<file path="src/rtl/tseq_pkg.sv">
package tseq_pkg;
    parameter int LOOP_W  = 12;
    parameter int CNT_W   = 12;
    parameter int REP_W   = 8;
    parameter int BURST_W = 8;
    parameter int MASK_CAP = 255;

    localparam int OPEN_CAP = (1 << CNT_W) - 2;

    typedef enum logic [1:0] {
        ST_IDLE,
        ST_WRITE,
        ST_READ,
        ST_DONE
    } seq_state_e;

    typedef struct packed {
        logic [LOOP_W-1:0]  loops;
        logic [CNT_W-1:0]   wr_per;
        logic [CNT_W-1:0]   rd_per;
        logic [REP_W-1:0]   wr_rep;
        logic [REP_W-1:0]   rd_rep;
        logic [BURST_W-1:0] burst;
    } seq_cfg_t;
endpackage

</file>
<file path="src/rtl/tseq_cfg_clamp.sv">
module tseq_cfg_clamp
    import tseq_pkg::*;
(
    input  logic [LOOP_W-1:0]  loops_in,
    input  logic [CNT_W-1:0]   wr_per_in,
    input  logic [CNT_W-1:0]   rd_per_in,
    input  logic [REP_W-1:0]   wr_rep_in,
    input  logic [REP_W-1:0]   rd_rep_in,
    input  logic [BURST_W-1:0] burst_in,
    input  logic               masked,
    output seq_cfg_t           cfg_out
);
    localparam logic [CNT_W-1:0] CAP_M = CNT_W'(MASK_CAP);
    localparam logic [CNT_W-1:0] CAP_O = CNT_W'(OPEN_CAP);

    function automatic logic [CNT_W-1:0] fit_count(input logic [CNT_W-1:0] v,
                                                   input logic m);
        logic [CNT_W-1:0] cap;
        cap = m ? CAP_M : CAP_O;
        if (v == '0)
            return CNT_W'(1);
        else if (v > cap)
            return cap;
        else
            return v;
    endfunction

    function automatic logic [REP_W-1:0] fit_rep(input logic [REP_W-1:0] v,
                                                 input logic burst_multi);
        if (burst_multi || v == '0)
            return REP_W'(1);
        else
            return v;
    endfunction

    logic [BURST_W-1:0] burst_fit;

    always_comb begin
        burst_fit       = (burst_in == '0) ? BURST_W'(1) : burst_in;
        cfg_out.loops   = (loops_in == '0) ? LOOP_W'(1) : loops_in;
        cfg_out.wr_per  = fit_count(wr_per_in, masked);
        cfg_out.rd_per  = fit_count(rd_per_in, masked);
        cfg_out.wr_rep  = fit_rep(wr_rep_in, burst_fit > BURST_W'(1));
        cfg_out.rd_rep  = fit_rep(rd_rep_in, burst_fit > BURST_W'(1));
        cfg_out.burst   = burst_fit;
    end


    always_comb begin
        per_cap_chk: assert (cfg_out.wr_per <= (masked ? CAP_M : CAP_O)
                             && cfg_out.rd_per <= (masked ? CAP_M : CAP_O));
    end
endmodule

</file>
<file path="src/rtl/tseq_wrap_cnt.sv">
module tseq_wrap_cnt #(
    parameter int W = 8
) (
    input  logic         clk,
    input  logic         rst_n,
    input  logic         clr,
    input  logic         inc,
    input  logic [W-1:0] limit,
    output logic         last
);
    logic [W-1:0] count_q;

    assign last = (count_q == limit - W'(1));

    always_ff @(posedge clk or negedge rst_n) begin
        if (!rst_n)
            count_q <= '0;
        else if (clr)
            count_q <= '0;
        else if (inc)
            count_q <= last ? '0 : count_q + W'(1);
    end


    cnt_range_chk: assert property (@(posedge clk) disable iff (!rst_n)
        count_q < limit);
endmodule

</file>
<file path="src/rtl/tseq_top.sv">
module tseq_top
    import tseq_pkg::*;
(
    input  logic               clk,
    input  logic               rst_n,
    input  logic               start,
    input  logic [LOOP_W-1:0]  cfg_loops,
    input  logic [CNT_W-1:0]   cfg_wr_per_blk,
    input  logic [CNT_W-1:0]   cfg_rd_per_blk,
    input  logic [REP_W-1:0]   cfg_wr_rep,
    input  logic [REP_W-1:0]   cfg_rd_rep,
    input  logic [BURST_W-1:0] cfg_burst_len,
    input  logic               cfg_masked,
    input  logic               cmd_ready,
    output logic               cmd_valid,
    output logic               cmd_write,
    output logic [BURST_W-1:0] cmd_burst,
    output logic               addr_adv,
    output logic               data_adv,
    output logic               busy,
    output logic               done
);
    seq_state_e state_q, state_d;
    seq_cfg_t   cfg_q, cfg_fit;

    logic start_acc, hs;
    logic rep_last, cmd_last, loop_last;
    logic [REP_W-1:0] rep_limit;
    logic [CNT_W-1:0] per_limit;

    tseq_cfg_clamp i_clamp (
        .loops_in  (cfg_loops),
        .wr_per_in (cfg_wr_per_blk),
        .rd_per_in (cfg_rd_per_blk),
        .wr_rep_in (cfg_wr_rep),
        .rd_rep_in (cfg_rd_rep),
        .burst_in  (cfg_burst_len),
        .masked    (cfg_masked),
        .cfg_out   (cfg_fit)
    );

    assign start_acc = start && (state_q == ST_IDLE);
    assign hs        = cmd_valid && cmd_ready;
    assign rep_limit = (state_q == ST_READ) ? cfg_q.rd_rep : cfg_q.wr_rep;
    assign per_limit = (state_q == ST_READ) ? cfg_q.rd_per : cfg_q.wr_per;

    tseq_wrap_cnt #(.W(REP_W)) i_rep_cnt (
        .clk(clk), .rst_n(rst_n), .clr(start_acc),
        .inc(hs), .limit(rep_limit), .last(rep_last)
    );

    tseq_wrap_cnt #(.W(CNT_W)) i_cmd_cnt (
        .clk(clk), .rst_n(rst_n), .clr(start_acc),
        .inc(hs && rep_last), .limit(per_limit), .last(cmd_last)
    );

    tseq_wrap_cnt #(.W(LOOP_W)) i_loop_cnt (
        .clk(clk), .rst_n(rst_n), .clr(start_acc),
        .inc(hs && rep_last && cmd_last && state_q == ST_READ),
        .limit(cfg_q.loops), .last(loop_last)
    );

    always_ff @(posedge clk or negedge rst_n) begin
        if (!rst_n) begin
            state_q <= ST_IDLE;
            cfg_q   <= '{default: 1};
        end else begin
            state_q <= state_d;
            if (start_acc)
                cfg_q <= cfg_fit;
        end
    end

    always_comb begin
        state_d = state_q;
        unique case (state_q)
            ST_IDLE:  if (start) state_d = ST_WRITE;
            ST_WRITE: if (hs && rep_last && cmd_last) state_d = ST_READ;
            ST_READ:  if (hs && rep_last && cmd_last)
                          state_d = loop_last ? ST_DONE : ST_WRITE;
            ST_DONE:  state_d = ST_IDLE;
            default:  state_d = ST_IDLE;
        endcase
    end

    always_comb begin
        cmd_valid = 1'b0;
        cmd_write = 1'b0;
        busy      = 1'b1;
        done      = 1'b0;
        unique case (state_q)
            ST_IDLE:  busy = 1'b0;
            ST_WRITE: begin cmd_valid = 1'b1; cmd_write = 1'b1; end
            ST_READ:  cmd_valid = 1'b1;
            ST_DONE:  done = 1'b1;
            default:  busy = 1'b0;
        endcase
        cmd_burst = cfg_q.burst;
        addr_adv  = hs && rep_last;
        data_adv  = hs && cmd_write;
    end


    stall_hold_chk: assert property (@(posedge clk) disable iff (!rst_n)
        cmd_valid && !cmd_ready |=> cmd_valid && $stable(cmd_write));


    done_pulse_chk: assert property (@(posedge clk) disable iff (!rst_n)
        done |=> !done && !cmd_valid && !busy);


    burst_norep_chk: assert property (@(posedge clk) disable iff (!rst_n)
        hs && cmd_burst > BURST_W'(1) |-> addr_adv);


    busy_start_chk: assert property (@(posedge clk) disable iff (!rst_n)
        busy && !done && start |=> busy);


    phase_order_chk: assert property (@(posedge clk) disable iff (!rst_n)
        cmd_valid && !cmd_write |=> !cmd_valid || !cmd_write
                                    || $past(addr_adv));
endmodule

</file>
<file path="config.mk">
export PLATFORM = sky130hd
export DESIGN_NAME = tseq_top
export DESIGN_NICKNAME = d
export VERILOG_FILES = /design/src/rtl/tseq_pkg.sv /design/src/rtl/tseq_cfg_clamp.sv /design/src/rtl/tseq_wrap_cnt.sv /design/src/rtl/tseq_top.sv
export SDC_FILE = /design/constraint.sdc
export NUM_CORES = 1
export LEC_CHECK = 0
export ABC_AREA = 1
export BUFFER_PORTS_ARGS = -buffer_cell sky130_fd_sc_hd__buf_2
export CORE_ASPECT_RATIO = 1.25
export CORE_MARGIN = 2
export CORE_UTILIZATION = 45
export DETAILED_ROUTE_END_ITERATION = 8
export PLACE_DENSITY = 0.65
export SLEW_MARGIN = 20
export SYNTH_ARGS = -nofsm -noshare
export SYNTH_HDL_FRONTEND = slang
export SYNTH_SLANG_ARGS = --single-unit
</file>
<file path="constraint.sdc">
create_clock -name clk -period 5.81 [get_ports clk]
set_input_delay 0.2905 -clock clk [delete_from_list [all_inputs] [get_ports clk]]
set_output_delay 0.2905 -clock clk [all_outputs]
set_load 0.02 [all_outputs]
</file>
==> results of run 1 <==
-- power by group through the flow --
| stage | combinational, µW | sequential [µW] | clock, µW |
|---|---|---|---|
| 2_1_floorplan | 1310 | 932 | 0 |
| 3_3_place_gp | 1610 | 969 | 0 |
| 3_5_place_dp | 1630 | 972 | 0 |
| 4_1_cts | 1630 | 961 | 652 |
| 5_1_grt | 1870 | 982 | 680 |
| 6_report | 1620 | 962 | 644 |
-- worst min-delay path: stages --
cell     delay (ps)
buf_2            90
nand2_1          50
nand2_1          50
-- stage by stage --
step / worst slack, ps / instances / util, % / hold WS (ps) / cell area (µm²)
2_1_floorplan: 3060 / 943 / - / -5.09 / 6560
4_1_cts: 2200 / 1186 / 51.1 / 153 / 7330
6_report: 2220 / 1186 / 51.1 / 158 / 7330
3_3_place_gp: 2320 / 1169 / 48.8 / 347 / 6990
5_1_grt: 1740 / 1186 / 51.1 / 172 / 7330
3_5_place_dp: 2210 / 1169 / 48.8 / 348 / 6990
-- path summary, 6_finish.rpt --
check                                         start                                end  slack [ps]  cells after the start
max reg2reg                  state_q[0]$_DFFE_PN0P_  i_loop_cnt.count_q[6]$_DFFE_PN0P_        2220                     18
max                          state_q[0]$_DFFE_PN0P_  i_loop_cnt.count_q[6]$_DFFE_PN0P_        2220                     18
min in group asynchronous                     rst_n           cmd_burst[5]$_DFFE_PN0P_         490                      2
min                                    cfg_loops[4]              cfg_q[52]$_DFFE_PN0P_         160                      3
max in group asynchronous                     rst_n   i_cmd_cnt.count_q[6]$_DFFE_PN0P_        4250                      3
min reg2reg                cmd_burst[3]$_DFFE_PN0P_           cmd_burst[3]$_DFFE_PN0P_         480                      2
-- final cells by class --
cell class	count	area share (%)
multi-input combinational	688	47.8
sequential	94	32.2
inverter	126	6.56
timing repair buffer	84	6.01
clock buffer	10	3.26
tap	178	3.04
clock inverter	6	1.16
-- layer usage --
metal  global-route usage [%]  vias up  part of all wire [%]
met1                     25.5     2853                    42
met3                     3.32       48                   3.1
met5                        0        -                     0
li1                         -     3177                     -
met4                     10.7        0                   4.4
met2                     39.9      117                    50
-- cell usage in the layout, fill, tap and decap left out, types with 7 or more instances in the layout --
cell / instances
nand2_1: 284
inv_1: 121
nand3_1: 97
dfrtp_1: 88
buf_2: 77
nor2_1: 57
o21ai_0: 52
nand4_1: 31
xor2_1: 28
o22ai_1: 23
ha_1: 20
a21oi_1: 15
nor4_1: 14
nand2_2: 12
nor3_1: 10
clkbuf_16: 9
nor2_2: 7
xnor2_1: 7
-- registers in the layout, summed over array words and instances, names as in the netlist --
| signal | count |
|---|---|
| cfg_q | 52 |
| i_rep_cnt.count_q | 8 |
| cmd_burst | 8 |
| i_cmd_cnt.count_q | 12 |
| i_loop_cnt.count_q | 12 |
| state_q | 2 |
-- kinds of logic after synthesis --
logic type,count (synthesis)
fa+ha+maj,21
xor+xnor,35
simple gates,524
compound gates,108
flops,94
buf+inv,161
==> impl_metrics.csv, run 1 <==
group,metric,value,unit
outcome,status,"complete, no violations",
clock_network,clk_pin_slew,70,ps
worst_setup_path,cp-start-kind,"register",
worst_setup_path,crit_slowest_cell,"ha_2",
drt,drcViolationCount,0,
finish,drive_gt1_share,13.9,%
clock_network,post_cts_resized,0,
power_and_ir_drop,power.leakage,0.00375,µW
synth,avgSynthCellArea,6.96,µm²
power_and_ir_drop,comb_power_share,50.3,%
worst_setup_path,cp-end-kind,"register",
power_and_ir_drop,pwr-share-clk,19.9,%
power_and_ir_drop,p_seq_share,29.8,%
synth,synth_top_area_cell,"dfrtp_1",
sta,rsz0062_at_grt,"false",
grt,grt_max_degree,51,
power_and_ir_drop,total_power,3230,µW
run,cap_violations,0,
sta,tightest_slew,923,ps
sta,finalCritPeriodShare,61.7,%
clock_network,cts_hold_buf,1,
drt,wl,16.6,mm
sta,hold_viol_final,0,
synth,synthTopCellsByArea,"dfrtp_1 (34%), nand2_1 (16%), nand3_1 (7.4%), inv_1 (7.0%), ha_1 (4.0%)",
drt,routed_via_density,5.22,
placement,place_hpwl,12.6,mm
die,coreArea,14300,µm²
synth,synth_cell_types,39,
die,start_util,45.7,%
sta,clock_skew,9.06,ps
sta,fmaxAchievable,279,MHz
synth,synth_edf_count,0,
worst_setup_path,cpMostUsedCell,"nand2_1",
sta,post-route-min-period,3590,ps
power_and_ir_drop,intPower,1740,µW
drt,vias,6195,
sta,finalSetupViolCount,0,
synth,synthSimpleGateAreaFrac,35.4,%
die,fp.dieArea,15600,µm²
worst_hold_path,hold_path_class,"input port to register",
clock_network,cts_htree_levels,3,
synth,ys_ff_latch,94,
synth,synth_top_family_by_area,"simple AND/OR/NAND/NOR gates",
worst_setup_path,cp_num_buf_inv,3,
finish,fin_nets,1089,
synth,synth.most_common_cell,"nand2_1",
power_and_ir_drop,ir_worst_vdd,0.000241,V
placement,gp_congestion,0.905,
worst_setup_path,critical_path.max_stage_delay,570,ps
grt,grt_overflow,0,
worst_setup_path,crit_chain,"inv_1 > ha_2 > inv_8 > nand2_1 > nand2_1 > inv_1 > ha_1 > nand3_2 > nor2_2 > nand2_1 > nand2_1 > nand3_1 > nor2_2 > nand2_2 > nor2_4 > nand4_1 > nand3_1 > nand2_1",
die,die_h,139,µm
worst_setup_path,arrival,3830,ps
die,ioPinCount,79,
synth,netlist_top_cells_count,"nand2_1 (285), inv_1 (122), nand3_1 (97)",
clock_network,cts_tree,"yes",
synth,synth_xor_area_share,4.67,%
grt,grt_antenna_before_repair,0,
synth,synthMuxAreaShare,0,%
worst_setup_path,critPathTopFamily,"simple AND/OR/NAND/NOR gates",
drt,ant_nets,0,
drt,first_iter_violations,275,
die,die_w,112,µm
synth,synthAdderAreaFrac,4.01,%
finish,syn_to_final_growth,11.7,%
grt,grt_pass1_wl,28.2,mm
grt,grt.total_usage,22.1,%
synth,synth_top_area_share,33.6,%
grt,grt_pass1_vias,6249,
finish,nFillCells,1495,
sta,finalSetupTns,0,ps
synth,yosys_most_used_dff,"dfrtp_1",
synth,seq_area_frac_synth,36.0,%
power_and_ir_drop,swShare,46.0,%
drt,post_drt_wl_per_cell,14.0,µm
synth,synth.cell_area,6560,µm²
placement,port_buffers,78,
clock_network,cts-root-buf,"clkbuf_16",
synth,synth_warnings,0,
finish,diodes,0,
finish,multi_input_area,3500,µm²
clock_network,postCtsSetupBuffers,0,
clock_network,clockBufferDepth,2,
worst_setup_path,crit_type,"register to register",
worst_setup_path,worstPathRequired,6050,ps
synth,async_flop_share,100,%
clock_network,cts_sinks,94,
clock_network,clock_latency,350,ps
sta,slew_headroom,38.3,%
power_and_ir_drop,switching_power,1490,µW
finish,seq_area,2360,µm²
drt,drt-pass1-iter-count,5,
power_and_ir_drop,pwr_density_cell,441,nW/µm²
sta,slew_violations,0,
clock_network,numCtsBuffers,9,
synth,synth_compound_area_share,9.21,%
die,rows,49,
worst_setup_path,worst-path-max-fanout,27,
synth,synth_fp_nets,1029,
synth,synthCells,943,
No activity file was read; power rests on OpenSTA's default activity.
==> run 2, diff against run 1 <==
ABC_AREA = 0   (was 1)
PLACE_DENSITY = 0.68   (was 0.65)
clock period = 3 ns   (was 5.81 ns; I/O delays follow)
==> impl_metrics.csv, run 2 <==
group,metric,value,unit
clock_network,cts_sinks,94,
placement,gp_congestion,0.899,
worst_setup_path,cp-start-kind,"register",
worst_hold_path,hold_path_class,"input port to register",
grt,grt_pass1_wl,27.3,mm
die,die_h,135,µm
sta,layout_setup_ws,-212,ps
sta,finalSetupTns,-3210,ps
clock_network,numCtsBuffers,9,
finish,diodes,0,
drt,vias,5849,
synth,synth_top_area_cell,"dfrtp_1",
drt,post_drt_wl_per_cell,16.8,µm
synth,seq_area_frac_synth,38.4,%
sta,rsz0062_at_grt,"true",
placement,place_hpwl,12.5,mm
drt,drt-pass1-iter-count,4,
grt,grt_max_degree,42,
worst_setup_path,cp-end-kind,"register",
die,start_util,46.2,%
sta,tightest_slew,627,ps
finish,nFillCells,1168,
worst_hold_path,hold-path-cell-count,3,
synth,avgSynthCellArea,8.64,µm²
die,ioPinCount,79,
finish,multi_input_area,3790,µm²
worst_setup_path,arrival,3500,ps
drt,first_iter_violations,327,
synth,synth_edf_count,0,
synth,synth.cell_area,6150,µm²
worst_hold_path,min_to,"cmd_burst[4]$_DFFE_PN0P_",
finish,fin_cells,1021,
outcome,violations,"setup timing",
power_and_ir_drop,pwr_density_cell,833,nW/µm²
synth,async_flop_share,100,%
drt,wl,17.2,mm
clock_network,cts_tree,"yes",
power_and_ir_drop,power.leakage,0.00365,µW
power_and_ir_drop,ir_worst_vdd,0.000383,V
placement,port_buffers,78,
finish,final_cell_mix,"nand2_1 (126), dfrtp_1 (88), buf_2 (77)",
synth,ys_ff_latch,94,
placement,dp.cells,978,
grt,grt.total_usage,23.6,%
finish,seq_area,2360,µm²
run,cap_violations,0,
clock_network,clock_latency,350,ps
grt,grt_pass1_vias,5793,
clock_network,cts-root-buf,"clkbuf_16",
sta,slew_violations,0,
placement,place_ws,-236,ps
clock_network,clk_pin_slew,70,ps
synth,netlist_top_cells_count,"nand2_1 (129), dfrtp_1 (88), o21ai_0 (46)",
grt,grt_antenna_before_repair,0,
sta,post-route-min-period,3210,ps
finish,final_common_cell,"nand2_1",
finish,fin_nets,931,
synth,synthCells,711,
finish,final_core_util,59.3,%
finish,drive_gt1_share,28.7,%
synth,yosys_most_used_dff,"dfrtp_1",
finish,reg.largest.list,"cfg_q (52), i_cmd_cnt.count_q (12), i_loop_cnt.count_q (12)",
die,rows,47,
clock_network,cts_htree_levels,3,
sta,hold_viol_final,0,
sta,fmaxAchievable,311,MHz
sta,finalCritPeriodShare,107,%
synth,synth_warnings,0,
drt,routed_via_density,5.73,
drt,ant_nets,0,
synth,synth.most_common_cell,"nand2_1",
sta,clock_skew,7.15,ps
synth,synth_top_area_share,35.8,%
grt,grt_overflow,0,
sta,slew_headroom,57.8,%
finish,syn_to_final_growth,28.3,%
worst_setup_path,worstRegToRegCells,14,
die,die_w,109,µm
worst_setup_path,crit_type,"register to register",
outcome,status,"complete, but fails checks",
drt,drcViolationCount,0,
worst_setup_path,r2r-start,"state_q[0]$_DFFE_PN0P_",
die,coreArea,13300,µm²
worst_setup_path,worstPathRequired,3290,ps
synth,synthTopCellsByArea,"dfrtp_1 (36%), nand2_1 (7.9%), ha_1 (4.3%), xnor2_1 (4.0%), o21ai_0 (3.7%)",
sta,finalSetupViolCount,31,
synth,synth_fp_nets,797,
worst_setup_path,rrSetupSlack,-210,ps
synth,synth_cell_types,66,
finish,largest_register_ffs,52,
die,fp.dieArea,14600,µm²
clock_network,clockBufferDepth,2,
finish,top_register,"cfg_q",
worst_setup_path,r2r_end,"i_cmd_cnt.count_q[8]$_DFFE_PN0P_",
worst_hold_path,worstHoldStart,"cfg_burst_len[4]",
worst_setup_path,worst-path-max-fanout,8,
-- run 2: cell count changes in the layout (fill, tap and decap cells not counted), sizes merged, moves of 13 or more --
cell	before	now
nor3	10	23
o22ai	23	2
nor2	68	24
mux2i	0	20
nand2	296	129
nand4	31	13
and3	0	15
inv	125	29
xnor2	7	28
buf	83	155
nand3	100	30
a31oi	0	24
xor2	28	13
-- run 2: final cells by class --
class	count	share of cell area, %
clock buffers	10	3.03
clock inverters	6	1.19
inverters	28	1.33
multi-input cells	553	48.0
flip-flops and latches	94	29.9
well taps	171	2.71
repair buffers	159	13.8
-- run 2: through the flow --
| step | power [µW] | area (µm²) | hold WS, ps |
|---|---|---|---|
| CTS | 6410 | 7730 | 0.190 |
| global route | 6970 | 7890 | 11.8 |
| detailed placement | 4890 | 7060 | 120 |
| global placement | 4790 | 7060 | 114 |
| finish | 6570 | 7890 | 1.91 |
| floorplan | 3970 | 6250 | -146 |
-- run 2: what timing repair did --
action	in CTS	in global routing
resized for setup	39	27
hold endpoints to repair	32	0
hold buffers	4	0
setup endpoints to repair	32	33
gates cloned	3	0
setup buffers	11	9
pin swaps	15	13
-- run 2: worst max-delay path by stage --
| stage | depth (start not counted) | to | start | slack (ps) |
|---|---|---|---|---|
| 3_3_place_gp | 13 | i_cmd_cnt.count_q[8]$_DFFE_PN0P_ | state_q[0]$_DFFE_PN0P_ | -110 |
| 6_report | 14 | i_cmd_cnt.count_q[8]$_DFFE_PN0P_ | state_q[0]$_DFFE_PN0P_ | -210 |
| 5_1_grt | 14 | i_cmd_cnt.count_q[8]$_DFFE_PN0P_ | state_q[0]$_DFFE_PN0P_ | -320 |
| 2_1_floorplan | 16 | i_cmd_cnt.count_q[8]$_DFFE_PN0P_ | state_q[0]$_DFFE_PN0P_ | -400 |
| 4_1_cts | 13 | i_cmd_cnt.count_q[8]$_DFFE_PN0P_ | state_q[1]$_DFFE_PN0P_ | -120 |
| 3_5_place_dp | 13 | i_cmd_cnt.count_q[8]$_DFFE_PN0P_ | state_q[0]$_DFFE_PN0P_ | -240 |
-- run 2: where the power goes --
part           internal, µW  total [µW]  switching [µW]
registers              1620        2030             412
clock network           759        1270             509
logic                  1480        3270            1790
-- run 2: logic make-up (layout without fill, tap and decap cells) --
group                    after synthesis  in the layout  share of synthesized area, %
AND/OR/NAND/NOR                      321            321                          26.9
AO/OA/AOI/OAI                        148            149                          16.2
flip-flops                            94             94                          38.4
buffers and inverters                 65            203                          4.93
XOR/XNOR                              41             41                          5.84
adder cells (fa/ha/maj)               21             21                          4.28
multiplexers                          21             21                          3.50
-- run 2: worst max-delay path: stages, from the launching register on --
cell       delay, ps
dfrtp_1          360
inv_2             60
ha_4             200
buf_6            150
buf_6            120
mux2i_4          180
or3_4            400
a211oi_2         250
nor3b_2           90
buf_4            150
a2111oi_4        260
buf_4            190
nand4_4          140
or4_4            450
a21oi_2          140
-- run 2: per-layer routing --
metal / share of wire (%) / track usage [%] / vias to the layer above / wire, µm
met5: 0 / 0 / - / 0
li1: - / - / 2828 / -
met1: 42 / 28.4 / 2834 / 7180
met2: 52 / 41.4 / 149 / 8850
met4: 3.2 / 12.0 / 0 / 548
met3: 3.3 / 2.61 / 38 / 570
==> run 3, diff against run 2 <==
ABC_AREA = 1   (was 0)
CORE_UTILIZATION = 25   (was 45)
PLACE_DENSITY = 0.43   (was 0.68)
==> impl_metrics.csv, run 3 (synthesis gave the netlist of run 1 again) <==
group,metric,value,unit
outcome,status,"complete, no violations",
finish,syn_to_final_growth,17.9,%
sta,post-route-min-period,2810,ps
finish,final_common_cell,"nand2_1",
sta,clock_skew,15.7,ps
finish,nFillCells,2916,
finish,diodes,0,
finish,multi_input_area,3530,µm²
worst_setup_path,worstRegToRegCells,19,
worst_setup_path,arrival,2660,ps
finish,seq_area,2360,µm²
power_and_ir_drop,power.leakage,0.00383,µW
grt,grt_antenna_before_repair,1,
worst_setup_path,rrSetupSlack,230,ps
worst_setup_path,crit_type,"register to output pin",
clock_network,clockBufferDepth,2,
drt,drcViolationCount,0,
drt,wl,19.3,mm
sta,finalCritPeriodShare,93.7,%
finish,fin_area,7730,µm²
placement,port_buffers,78,
die,ioPinCount,79,
power_and_ir_drop,intPower,3460,µW
sta,tightest_slew,878,ps
finish,reg.largest.list,"cfg_q (52), i_cmd_cnt.count_q (12), i_loop_cnt.count_q (12)",
clock_network,cts_htree_levels,3,
worst_setup_path,cp-end-kind,"output pin",
sta,slew_headroom,41.3,%
run,cap_violations,0,
worst_setup_path,r2r-start,"state_q[1]$_DFFE_PN0P_",
die,coreArea,25900,µm²
worst_setup_path,critical_path.max_stage_delay,410,ps
worst_setup_path,worst-path-max-fanout,18,
grt,grt_pass1_vias,6257,
worst_hold_path,min_to,"cmd_burst[3]$_DFFE_PN0P_",
grt,grt_max_degree,69,
placement,place_hpwl,15.0,mm
clock_network,clock_latency,360,ps
drt,post_drt_wl_per_cell,14.2,µm
power_and_ir_drop,swShare,46.5,%
finish,final_cell_mix,"nand2_1 (283), inv_1 (119), nand3_1 (97)",
sta,slew_violations,0,
clock_network,cts-root-buf,"clkbuf_16",
sta,finalSetupTns,0,ps
power_and_ir_drop,switching_power,3010,µW
finish,fin_nets,1106,
drt,drt-pass1-iter-count,4,
die,rows,66,
sta,hold_viol_final,0,
die,fp.dieArea,27600,µm²
sta,rsz0062_at_grt,"false",
clock_network,cts_sinks,94,
power_and_ir_drop,comb_power_share,52.7,%
worst_hold_path,hold_path_class,"input port to register",
die,start_util,25.3,%
die,die_h,185,µm
worst_setup_path,worstPathRequired,2850,ps
clock_network,numCtsBuffers,9,
die,die_w,149,µm
placement,gp_congestion,0.812,
worst_hold_path,hold-path-cell-count,3,
drt,first_iter_violations,273,
finish,top_register,"cfg_q",
worst_setup_path,crit_slowest_cell,"dfrtp_1",
drt,ant_nets,0,
power_and_ir_drop,p_seq_share,28.6,%
worst_setup_path,cp_num_buf_inv,4,
sta,finalSetupViolCount,0,
finish,drive_gt1_share,15.5,%
power_and_ir_drop,ir_worst_vdd,0.000344,V
clock_network,cts_tree,"yes",
power_and_ir_drop,pwr_density_cell,837,nW/µm²
grt,grt.total_usage,14.8,%
drt,vias,6140,
grt,grt_pass1_wl,32.1,mm
worst_setup_path,critPathTopFamily,"simple AND/OR/NAND/NOR gates",
power_and_ir_drop,pwr-share-clk,18.7,%
worst_setup_path,r2r_end,"i_cmd_cnt.count_q[1]$_DFFE_PN0P_",
placement,post_dp_cell_area,7350,µm²
worst_setup_path,cp-start-kind,"register",
drt,routed_via_density,4.50,
grt,grt_overflow,0,
worst_setup_path,crit_chain,"ha_4 > buf_12 > inv_8 > nand2_1 > nand2_2 > inv_2 > ha_4 > xor2_1 > nand3_1 > nor2_1 > nand3_1 > nor2_2 > nand2_2 > nor2_4 > buf_6",
worst_hold_path,worstHoldStart,"cfg_burst_len[3]",
sta,fmaxAchievable,356,MHz
clock_network,clk_pin_slew,80,ps
finish,largest_register_ffs,52,
[run 3: cell count changes in the layout (fill, tap and decap cells not counted), moves of 14 or more]
cell,previous run,this run
buf_4,62,17
xnor2_1,26,7
a31oi_1,24,0
nand3_1,30,97
xor2_1,12,28
mux2i_1,14,0
inv_1,27,119
nand4_1,12,31
nor2_1,19,57
nand2_1,126,283
o22ai_1,2,23
and3_1,15,0
[run 3: what timing repair did]
item,4_1_cts,5_1_grt
buffers inserted,0,1
endpoints found under the setup margin,1,27
hold buffers,2,0
pin swaps,0,2
resized for setup,1,10
endpoints found under the hold margin,44,0
[run 3: power groups by stage]
| stage | logic, µW | clock network (µW) | registers [µW] |
|---|---|---|---|
| floorplan | 2540 | 0 | 1800 |
| global placement | 3410 | 0 | 1870 |
| detailed placement | 3400 | 0 | 1880 |
| CTS | 3420 | 1250 | 1850 |
| global route | 3930 | 1310 | 1890 |
| finish | 3410 | 1210 | 1850 |
[run 3: how the worst max path moves through the flow]
stage | startpoint | cells past startpoint | end | slack [ps]
finish | state_q[1]$_DFFE_PN0P_ | 15 | addr_adv | 190
global route | state_q[1]$_DFFE_PN0P_ | 19 | i_loop_cnt.count_q[3]$_DFFE_PN0P_ | 20
CTS | state_q[0]$_DFFE_PN0P_ | 17 | addr_adv | 30
detailed placement | state_q[0]$_DFFE_PN0P_ | 20 | i_loop_cnt.count_q[9]$_DFFE_PN0P_ | 90
global placement | state_q[0]$_DFFE_PN0P_ | 18 | i_loop_cnt.count_q[11]$_DFFE_PN0P_ | 130
floorplan | state_q[0]$_DFFE_PN0P_ | 19 | i_loop_cnt.count_q[2]$_DFFE_PN0P_ | 250
[run 3: per-layer routing]
metal	GRT usage (%)	vias up	share of wire, %
met3	1.77	17	2.4
li1	-	3211	-
met1	17.8	2835	45
met2	27.1	75	52
met4	4.84	2	1.4
met5	0	-	0.036
[run 3: final cells by class]
cell class	count	share of cell area [%]
inverter	126	6.21
clock buffer	12	3.19
multi-input combinational	688	45.7
clock inverter	4	0.712
tap	340	5.50
sequential	94	30.5
timing repair buffer	101	8.16
[run 3: tightest hold or removal path, delay by kind of cell]
family	cells	cell delay (ps)
buf+inv	1	90
simple gates	2	100
[run 3: per-stage QoR]
stage               total power [µW]  instances  util (%)  setup WS (ps)  hold slack [ps]
floorplan                       4340        943         -            250             -146
global placement                5280       1346      28.3            127              234
detailed placement              5280       1346      28.3           92.0              235
CTS                             6520       1364      29.6           30.5             3.61
global route                    7130       1365      29.8           15.5             28.4
finish                          6470       1365      29.8            190             17.2
